--- src/rtl/shift_unit.sv ---
module shift_unit #(
  parameter int WIDTH = 32
) (
  input  logic [4:0]                 op_code,
  input  logic [WIDTH-1:0]           src_val,
  input  logic [WIDTH-1:0]           cnt_reg,
  input  logic [$clog2(WIDTH)-1:0]   cnt_imm,
  output logic [WIDTH-1:0]           res,
  output logic                       res_ok
);
  localparam int CW = $clog2(WIDTH);
  localparam logic [4:0] OP_LSR = 5'd26;
  localparam logic [4:0] OP_ASR = 5'd27;
  localparam logic [4:0] OP_LSL = 5'd28;
  localparam logic [4:0] OP_ROL = 5'd29;

  logic [CW-1:0]    n;
  logic [CW-1:0]    amt;
  logic             go_right;
  logic [WIDTH-1:0] stg [0:CW];
  logic [WIDTH-1:0] keep_l, keep_r;
  logic [WIDTH-1:0] rot;
  wire              unused_hi = ^cnt_reg[WIDTH-1:CW];

  assign n        = (cnt_imm != '0) ? cnt_imm : cnt_reg[CW-1:0];
  assign go_right = (op_code == OP_LSR) || (op_code == OP_ASR);
  assign amt      = go_right ? (CW'(0) - n) : n;
  assign stg[0]   = src_val;

  for (genvar k = 0; k < CW; k++) begin : g_stage
    localparam int S = 2 ** k;
    assign stg[k+1] = amt[k] ? {stg[k][WIDTH-1-S:0], stg[k][WIDTH-1:WIDTH-S]} : stg[k];
  end

  assign rot = stg[CW];

  for (genvar i = 0; i < WIDTH; i++) begin : g_mask
    assign keep_l[i] = (i >= int'(n));
    assign keep_r[i] = ((i + int'(n)) < WIDTH);
  end

  always_comb begin
    res_ok = 1'b1;
    case (op_code)
      OP_LSR:  res = rot & keep_r;
      OP_ASR:  res = (rot & keep_r) | ({WIDTH{src_val[WIDTH-1]}} & ~keep_r);
      OP_LSL:  res = rot & keep_l;
      OP_ROL:  res = rot;
      default: begin
        res    = '0;
        res_ok = 1'b0;
      end
    endcase
  end
endmodule

--- config.mk ---
export PLATFORM = sky130hd
export DESIGN_NAME = shift_unit
export DESIGN_NICKNAME = d
export VERILOG_FILES = /design/src/rtl/shift_unit.sv
export SDC_FILE = /design/constraint.sdc
export NUM_CORES = 1
export LEC_CHECK = 0
export BUFFER_PORTS_ARGS = -buffer_cell sky130_fd_sc_hd__buf_4
export CAP_MARGIN = 10
export CORE_UTILIZATION = 51
export DETAILED_ROUTE_END_ITERATION = 16
export PLACE_DENSITY = 0.9
export SYNTH_ARGS = -nofsm -noshare
export SYNTH_HDL_FRONTEND = slang
export SYNTH_SLANG_ARGS = --single-unit
--- constraint.sdc ---
create_clock -name vclk -period 5.35
set_input_delay 1.07 -clock vclk [all_inputs]
set_output_delay 1.07 -clock vclk [all_outputs]
set_load 0.05 [all_outputs]
==> insert_results.sql, run 1 <==
INSERT INTO impl_metrics (metric_group, metric, value, unit) VALUES
('run_status', 'status', 'finished, final reports clean', ''),
('synthesis', 'yosys_warnings', '0', ''),
('pwr', 'pwr_density_cell', '128', 'nW/um2'),
('routing', 'vias_per_cell', '7.16', ''),
('pwr', 'total_leakage_power', '2.27', 'nW'),
('die', 'die-width', '89.2', 'um'),
('placed_design', 'dpl_cell_area', '5280', 'um2'),
('final_layout', 'final_layout_size_suffix_gt1_share', '39.4', '%'),
('grt', 'grt_antenna_before_repair', '0', ''),
('synthesis', 'syn_area_per_cell', '7.36', 'um2'),
('final_layout', 'design.seq.count', '0', ''),
('min_path', 'worstHoldPathType', 'input port to output pin', ''),
('placed_design', 'place.detailed.instances', '724', ''),
('pwr', 'p_sw_share', '58.5', '%'),
('final_layout', 'regArea', '0', 'um2'),
('pwr', 'max-vdd-ir-drop', '0.0870', 'mV'),
('timing', 'maximum_clock_frequency', '0.192', 'GHz'),
('die', 'core.rowCount', '31', ''),
('worst_setup_path', 'cp_max_fo', '12', ''),
('grt', 'first_global_vias', '4676', ''),
('synthesis', 'synthesis.nets', '605', ''),
('grt', 'globalRouteTotalUtil', '42.1', '%'),
('routing', 'initialDrtViolationCount', '653', ''),
('timing', 'slew_violations', '0', ''),
('worst_setup_path', 'worstSetupEndpoint', 'res[24]', ''),
('die', 'initial_cell_density_of_the_core', '53.2', '%'),
('worst_setup_path', 'setup.worst_path.end_class', 'output pin', ''),
('routing', 'antenna_violating_nets_post_route', '0', ''),
('timing', 'fin_crit', '5.20', 'ns'),
('worst_setup_path', 'critical_path_launch_point', 'cnt_imm[3]', ''),
('job', 'max_cap_viol_count', '0', ''),
('timing', 'finalHoldWorstSlack', '2.80', 'ns'),
('worst_setup_path', 'critPathKind', 'input port to output pin', ''),
('pwr', 'combPwrFrac', '100.0', '%'),
('placed_design', 'globalplace.congestion', '1.02', ''),
('timing', 'timing.final.crit_share', '97.3', '%'),
('timing', 'timing_worst_slew_pin_value', '1.03', 'ns'),
('worst_setup_path', 'cp_data_required_time', '4.28', 'ns'),
('final_layout', 'final-instance-count-excl-fill', '726', ''),
('placed_design', 'hpwlAfterDp', '13.2', 'mm'),
('die', 'die_height', '89.2', 'um'),
('die', 'core_region_area', '7290', 'um2'),
('routing', 'detail_route.drc_violations', '0', ''),
('final_layout', 'layout.core_utilization', '73.3', '%'),
('grt', 'grt_max_degree', '30', ''),
('worst_setup_path', 'arrival', '4.13', 'ns'),
('placed_design', 'post-place-ws', '0.0223', 'ns'),
('pwr', 'switching_power', '0.000401', 'W'),
('final_layout', 'final_area', '5340', 'um2'),
('routing', 'via_count', '5198', ''),
('clock_network', 'hold_buffers', '0', ''),
('placed_design', 'port-buffer-count', '80', ''),
('timing', 'grt_setup_unrepaired', 'no', ''),
('routing', 'firstDrtPassIters', '5', ''),
('final_layout', 'design.final.nets', '707', ''),
('final_layout', 'fillerInstances', '580', ''),
('final_layout', 'area_growth', '37.7', '%'),
('die', 'io_pins', '107', ''),
('die', 'floorplan.die_area', '7960', 'um2'),
('routing', 'routed_wl', '16.9', 'mm'),
('pwr', 'internal_power', '0.000284', 'W'),
('worst_setup_path', 'setup.worst_path.start_class', 'input port', ''),
('synthesis', 'ys_seq_area_share', '0', '%'),
('timing', 'final_hold_violating_endpoints', '0', ''),
('synthesis', 'synthCells', '527', ''),
('pwr', 'sequential_power_share', '0', '%'),
('synthesis', 'netlist_area', '3880', 'um2'),
('final_layout', 'clock_buffer_count', '0', ''),
('timing', 'finalSetupViolations', '0', ''),
('timing', 'final_critical_path_setup_slack', '0.146', 'ns'),
('grt', 'global_route_wire_length_before_repair', '25.4', 'mm'),
('grt', 'overflow', '0', ''),
('synthesis', 'synthDistinctLibCells', '61', ''),
('routing', 'wl_per_cell', '23.3', 'um'),
('pwr', 'clock_power_share', '0', '%'),
('final_layout', 'antenna_cells_inserted', '0', ''),
('timing', 'max_slew_margin', '30.7', '%');
critical path, cell delays in order:
cell and delay (ns):
buf_4 0.15, nor3_4 0.25, a21o_4 0.19, inv_8 0.03, ha_4 0.20, nand2_2 0.07
a21boi_4 0.21, buf_12 0.17, mux2i_1 0.21, mux2i_1 0.19, mux4_2 0.52, a222oi_1 0.39
buf_4 0.20, o22ai_4 0.06, buf_4 0.21
cells in the mapped netlist, drive strengths merged (9+ instances only):
library cell  count  area share (%)
a21oi            58             7.9
clkbuf           22             2.1
mux4             31              18
a31oi            12             2.3
nor3              9             1.4
buf              25             3.9
nor2             42             4.1
mux2i            98              25
nand2            75             7.3
o22ai            14             2.3
nand3            19             2.5
o21ai            37             4.9
timing repair:
action	4_1_cts	5_1_grt
endpoints found under the setup margin	0	9
setup buffers	0	1
resized for setup	0	7
layout by cell type, fill, tap and decap left out, types with 3 or more instances in the layout:
cell	count
nor3_1	7
mux2i_2	7
nand4_1	6
buf_12	4
o21ai_0	32
nor2b_1	3
a221oi_1	8
a21oi_1	52
a31oi_1	4
o22ai_4	6
ha_1	3
a32oi_1	4
a21oi_2	4
o31ai_1	3
a211oi_1	3
a31o_2	3
xnor2_2	4
o22ai_1	5
buf_4	141
o22ai_2	3
nor2_1	40
nand2_1	74
nand3_1	19
mux4_2	31
o21ai_2	4
mux2i_1	89
a31oi_2	6
cell type report:
| type | instances | area (um2) | share of cell area, % |
|---|---|---|---|
| tap | 99 | 124 | 2.32 |
| inverter | 5 | 26.3 | 0.492 |
| timing repair buffer | 147 | 1170 | 22.0 |
| multi-input combinational | 475 | 4020 | 75.2 |
how the worst min path moves through the flow:
stage | start | endpoint | slack (ns) | cells past startpoint
3_5_place_dp | op_code[2] | res_ok | 2.78 | 5
4_1_cts | op_code[4] | res_ok | 2.78 | 5
3_3_place_gp | op_code[4] | res_ok | 2.78 | 5
6_report | op_code[2] | res_ok | 2.80 | 5
5_1_grt | op_code[2] | res_ok | 2.83 | 5
2_1_floorplan | cnt_imm[2] | res[26] | 2.55 | 5
routing by layer:
| layer | global-route usage [%] | vias to the layer above | part of all wire [%] |
|---|---|---|---|
| met5 | 0 | - | 0 |
| li1 | - | 2262 | - |
| met2 | 70.9 | 434 | 47 |
| met4 | 14.0 | 0 | 3.9 |
| met3 | 6.19 | 67 | 12 |
| met1 | 55.6 | 2435 | 37 |
power by group through the flow:
stage	clock network (W)	registers (W)	logic (W)
floorplan	0	0	0.000444
global route	0	0	0.000720
global placement	0	0	0.000639
CTS	0	0	0.000657
finish	0	0	0.000685
detailed placement	0	0	0.000655
metrics by stage:
stage	power (W)	setup TNS [ns]
detailed placement	0.000655	0
CTS	0.000657	0
global route	0.000720	0
finish	0.000685	0
floorplan	0.000444	-0.0841
global placement	0.000639	0
cells by family (layout without fill, tap and decap cells):
family          Yosys count  after routing  share of synthesized area (%)
compound gates          170            170                           28.1
simple gates            166            166                           19.2
mux                     131            131                           43.8
buf+inv                  52            152                           6.64
fa+ha+maj                 4              4                           1.29
xor+xnor                  4              4                          0.903
No activity file was read; power rests on OpenSTA's default activity.
==> run 2, diff against run 1 <==
==> constraint.sdc (replaced) <==
create_clock -name vclk -period 4.5
set_input_delay 0.9 -clock vclk [all_inputs]
set_output_delay 0.9 -clock vclk [all_outputs]
set_load 0.05 [all_outputs]
==> run 2 against run 1 <==
  * The run now fails in global routing (5_1_grt)
  * Synthesized area unchanged
  * Synthesized cell count unchanged
==> insert_results.sql, run 2 <==
INSERT INTO impl_metrics (metric_group, metric, value, unit) VALUES
('grt', 'first_global_vias', '7357', ''),
('grt', 'global_route_wire_length_before_repair', '41.3', 'mm'),
('synthesis', 'synthesis.nets', '605', ''),
('die', 'io_pins', '107', ''),
('run_status', 'stop_stage', 'global routing (5_1_grt)', ''),
('run_status', 'status', 'did not finish', ''),
('synthesis', 'synthCells', '527', ''),
('placed_design', 'dpl_cell_area', '5860', 'um2'),
('synthesis', 'yosys-top-cells-count', 'mux2i_1 (98), nand2_1 (74), a21oi_1 (56)', ''),
('placed_design', 'port-buffer-count', '80', ''),
('grt', 'grt_max_degree', '27', ''),
('clock_network', 'hold_buffers', '0', ''),
('synthesis', 'post-synth-top-count-cell', 'mux2i_1', ''),
('synthesis', 'netlist_area', '3880', 'um2'),
('synthesis', 'synth_top_area_cell', 'mux2i_1', ''),
('die', 'die_height', '89.2', 'um'),
('synthesis', 'syn_area_per_cell', '7.36', 'um2'),
('synthesis', 'yosys_warnings', '0', ''),
('grt', 'globalRouteTotalUtil', '70.1', '%'),
('synthesis', 'synth_top_area_share', '25.3', '%'),
('run_status', 'tool.error', '[ERROR GRT-0116] Global routing finished with congestion. Check the congestion regions in the DRC Viewer.', ''),
('synthesis', 'ys_seq_area_share', '0', '%'),
('placed_design', 'hpwlAfterDp', '14.5', 'mm'),
('placed_design', 'globalplace.congestion', '1.08', ''),
('die', 'initial_cell_density_of_the_core', '53.2', '%'),
('synthesis', 'top_cells_by_area_synth', 'mux2i_1 (25%), mux4_2 (18%), a21oi_1 (7.2%)', ''),
('placed_design', 'post-place-ws', '-0.356', 'ns'),
('die', 'core.rowCount', '31', ''),
('synthesis', 'synthDistinctLibCells', '61', ''),
('die', 'die-width', '89.2', 'um'),
('grt', 'overflow', '5', '');
run 2: repair_timing:
action | in CTS
pin swaps | 30
endpoints found under the hold margin | 0
setup endpoints to repair | 31
setup buffers | 25
gates resized for setup | 113
run 2: per-layer routing:
metal  track usage (%)  overflow
met1              70.7         0
met5              15.6         0
met3              55.2         0
met2              86.6         5
met4              70.0         0
run 2: kinds of logic after synthesis:
| logic type | after synthesis | synth area share [%] |
|---|---|---|
| AOI/OAI and AO/OA | 170 | 28.1 |
| xor gates and xnor gates | 4 | 0.903 |
| adders and majority gates | 4 | 1.29 |
| buffers and inverters | 52 | 6.64 |
| muxes | 131 | 43.8 |
| and+or+nand+nor | 166 | 19.2 |
run 2: per-stage QoR:
| stage | std cells | hold WS [ns] |
|---|---|---|
| after floorplan | 527 | 2.24 |
| after detailed placement | 782 | 2.46 |
| after global placement | 782 | 2.44 |
| after CTS | 805 | 2.47 |
==> run 3, diff against run 2 <==
--- a/config.mk
+++ b/config.mk
@@ -7,9 +7,9 @@
 export LEC_CHECK = 0
 export BUFFER_PORTS_ARGS = -buffer_cell sky130_fd_sc_hd__buf_4
 export CAP_MARGIN = 10
-export CORE_UTILIZATION = 51
+export CORE_UTILIZATION = 39
 export DETAILED_ROUTE_END_ITERATION = 16
-export PLACE_DENSITY = 0.9
+export PLACE_DENSITY_LB_ADDON = 0.15
 export SYNTH_ARGS = -nofsm -noshare
 export SYNTH_HDL_FRONTEND = slang
 export SYNTH_SLANG_ARGS = --single-unit
==> constraint.sdc (replaced) <==
create_clock -name vclk -period 5.85
set_input_delay 1.17 -clock vclk [all_inputs]
set_output_delay 1.17 -clock vclk [all_outputs]
set_load 0.05 [all_outputs]
==> run 3 against run 2 <==
  * The flow now finishes, with violations (DRC)
==> insert_results.sql, run 3 (synthesis results as in run 1) <==
INSERT INTO impl_metrics (metric_group, metric, value, unit) VALUES
('routing', 'routed_wl', '17.4', 'mm'),
('grt', 'overflow', '0', ''),
('final_layout', 'layout.cells.most_common', 'buf_4', ''),
('final_layout', 'design.final.nets', '687', ''),
('timing', 'slew_violations', '0', ''),
('timing', 'timing_worst_slew_pin_value', '1.06', 'ns'),
('pwr', 'pwr_density_cell', '115', 'nW/um2'),
('die', 'core_region_area', '9730', 'um2'),
('routing', 'vias_per_cell', '6.63', ''),
('routing', 'initialDrtViolationCount', '560', ''),
('final_layout', 'regArea', '0', 'um2'),
('min_path', 'worstHoldPathType', 'input port to output pin', ''),
('routing', 'antenna_violating_nets_post_route', '0', ''),
('clock_network', 'cts_repair_resize_count', '0', ''),
('final_layout', 'fillerInstances', '1000', ''),
('placed_design', 'globalplace.congestion', '0.971', ''),
('grt', 'global_route_wire_length_before_repair', '26.3', 'mm'),
('die', 'die-width', '102', 'um'),
('routing', 'via_count', '4905', ''),
('final_layout', 'clock_buffer_count', '0', ''),
('worst_setup_path', 'cp_max_fo', '15', ''),
('timing', 'maximum_clock_frequency', '0.175', 'GHz'),
('routing', 'firstDrtPassIters', '13', ''),
('final_layout', 'final_layout_size_suffix_gt1_share', '33.3', '%'),
('worst_setup_path', 'cp_cell_sequence', 'buf_4 -> nor3_4 -> a21o_2 -> inv_6 -> ha_1 -> nand2_2 -> a21boi_4 -> buf_12 -> buf_4 -> mux2i_1 -> a21oi_1 -> a211oi_1 -> a21oi_1 -> o22ai_4 -> buf_4', ''),
('die', 'initial_cell_density_of_the_core', '39.9', '%'),
('worst_setup_path', 'critical_path.n_buffers_inverters', '5', ''),
('worst_setup_path', 'worst_path_cell_with_the_longest_stage_delay', 'mux2i_1', ''),
('timing', 'final_hold_violating_endpoints', '0', ''),
('job', 'max_cap_viol_count', '0', ''),
('run_status', 'violated_checks', 'DRC', ''),
('worst_setup_path', 'critical-path-max-stage-delay', '0.63', 'ns'),
('final_layout', 'area_growth', '27.7', '%'),
('final_layout', 'antenna_cells_inserted', '0', ''),
('final_layout', 'final-instance-count-excl-fill', '740', ''),
('pwr', 'total_leakage_power', '2.16', 'nW'),
('grt', 'grt_max_degree', '28', ''),
('placed_design', 'hpwlAfterDp', '13.8', 'mm'),
('routing', 'wl_per_cell', '23.4', 'um'),
('grt', 'globalRouteTotalUtil', '33.4', '%'),
('final_layout', 'mostFrequentLayoutCells', 'buf_4 (126), mux2i_1 (98), nand2_1 (74)', ''),
('worst_setup_path', 'setup.worst_path.start_class', 'input port', ''),
('worst_setup_path', 'arrival', '4.53', 'ns'),
('final_layout', 'design.seq.count', '0', ''),
('timing', 'finalHoldWorstSlack', '3.01', 'ns'),
('run_status', 'status', 'finished with violations', ''),
('grt', 'first_global_vias', '4575', ''),
('routing', 'detail_route.drc_violations', '1', ''),
('timing', 'finalSetupViolations', '0', ''),
('die', 'io_pins', '107', ''),
('worst_setup_path', 'cp_top_delay_family', 'compound AO/OA/AOI/OAI gates', ''),
('worst_setup_path', 'critPathKind', 'input port to output pin', ''),
('clock_network', 'post-cts-setup-buffers', '0', ''),
('timing', 'max_slew_margin', '28.7', '%'),
('timing', 'fin_crit', '5.70', 'ns'),
('grt', 'grt_antenna_before_repair', '0', ''),
('pwr', 'max-vdd-ir-drop', '0.0428', 'mV'),
('timing', 'grt_setup_unrepaired', 'no', ''),
('timing', 'timing.final.crit_share', '97.4', '%'),
('die', 'die_height', '102', 'um'),
('die', 'core.rowCount', '36', ''),
('placed_design', 'place.detailed.instances', '740', ''),
('worst_setup_path', 'dominant_cell_type_by_count_on_the_critical_path', 'buf_4', ''),
('die', 'floorplan.die_area', '10400', 'um2'),
('placed_design', 'port-buffer-count', '80', ''),
('worst_setup_path', 'setup.worst_path.end_class', 'output pin', ''),
('clock_network', 'hold_buffers', '0', ''),
('worst_setup_path', 'cp_data_required_time', '4.68', 'ns');
-- run 3: worst min-delay path, cell delays in order --
cell and delay (ns):
buf_4 0.21, o21ai_0 0.11, o21ai_0 0.09, a31oi_2 0.06
buf_4 0.19
-- run 3: final timing paths --
kind,from,to,slack [ns],cells past startpoint
worst max-delay path,cnt_imm[3],res[31],0.15,15
worst min-delay path,op_code[0],res[8],3.01,5
-- run 3: power breakdown --
part	leakage, nW	internal [W]	switching [W]
Sequential	0	0	0
Combinational	2.16	0.000227	0.000342
Clock	0	0	0
-- run 3: through the flow --
step                cell area, um2  util, %  TNS [ns]  power (W)  worst slack, ns
floorplan                     4010        -    -0.310   0.000376           -0.158
global placement              4960     51.0         0   0.000552            0.244
detailed placement            4960     51.0         0   0.000557            0.185
CTS                           4960     51.0         0   0.000559            0.185
global route                  4960     51.0         0   0.000604          0.00451
finish                        4960     51.0         0   0.000569            0.150
-- run 3: final cells by class --
cell class	count	area [um2]	share of cell area, %
Multi-Input combinational cell	475	3800	76.7
Timing Repair Buffer	127	966	19.5
Tap cell	133	166	3.36
Inverter	5	23.8	0.480
-- run 3: metal layers --
layer | GRT usage, % | part of all wire [%]
met3 | 4.62 | 9.0
met1 | 46.0 | 42
met2 | 54.2 | 46
met5 | 0 | 0
met4 | 10.0 | 2.8
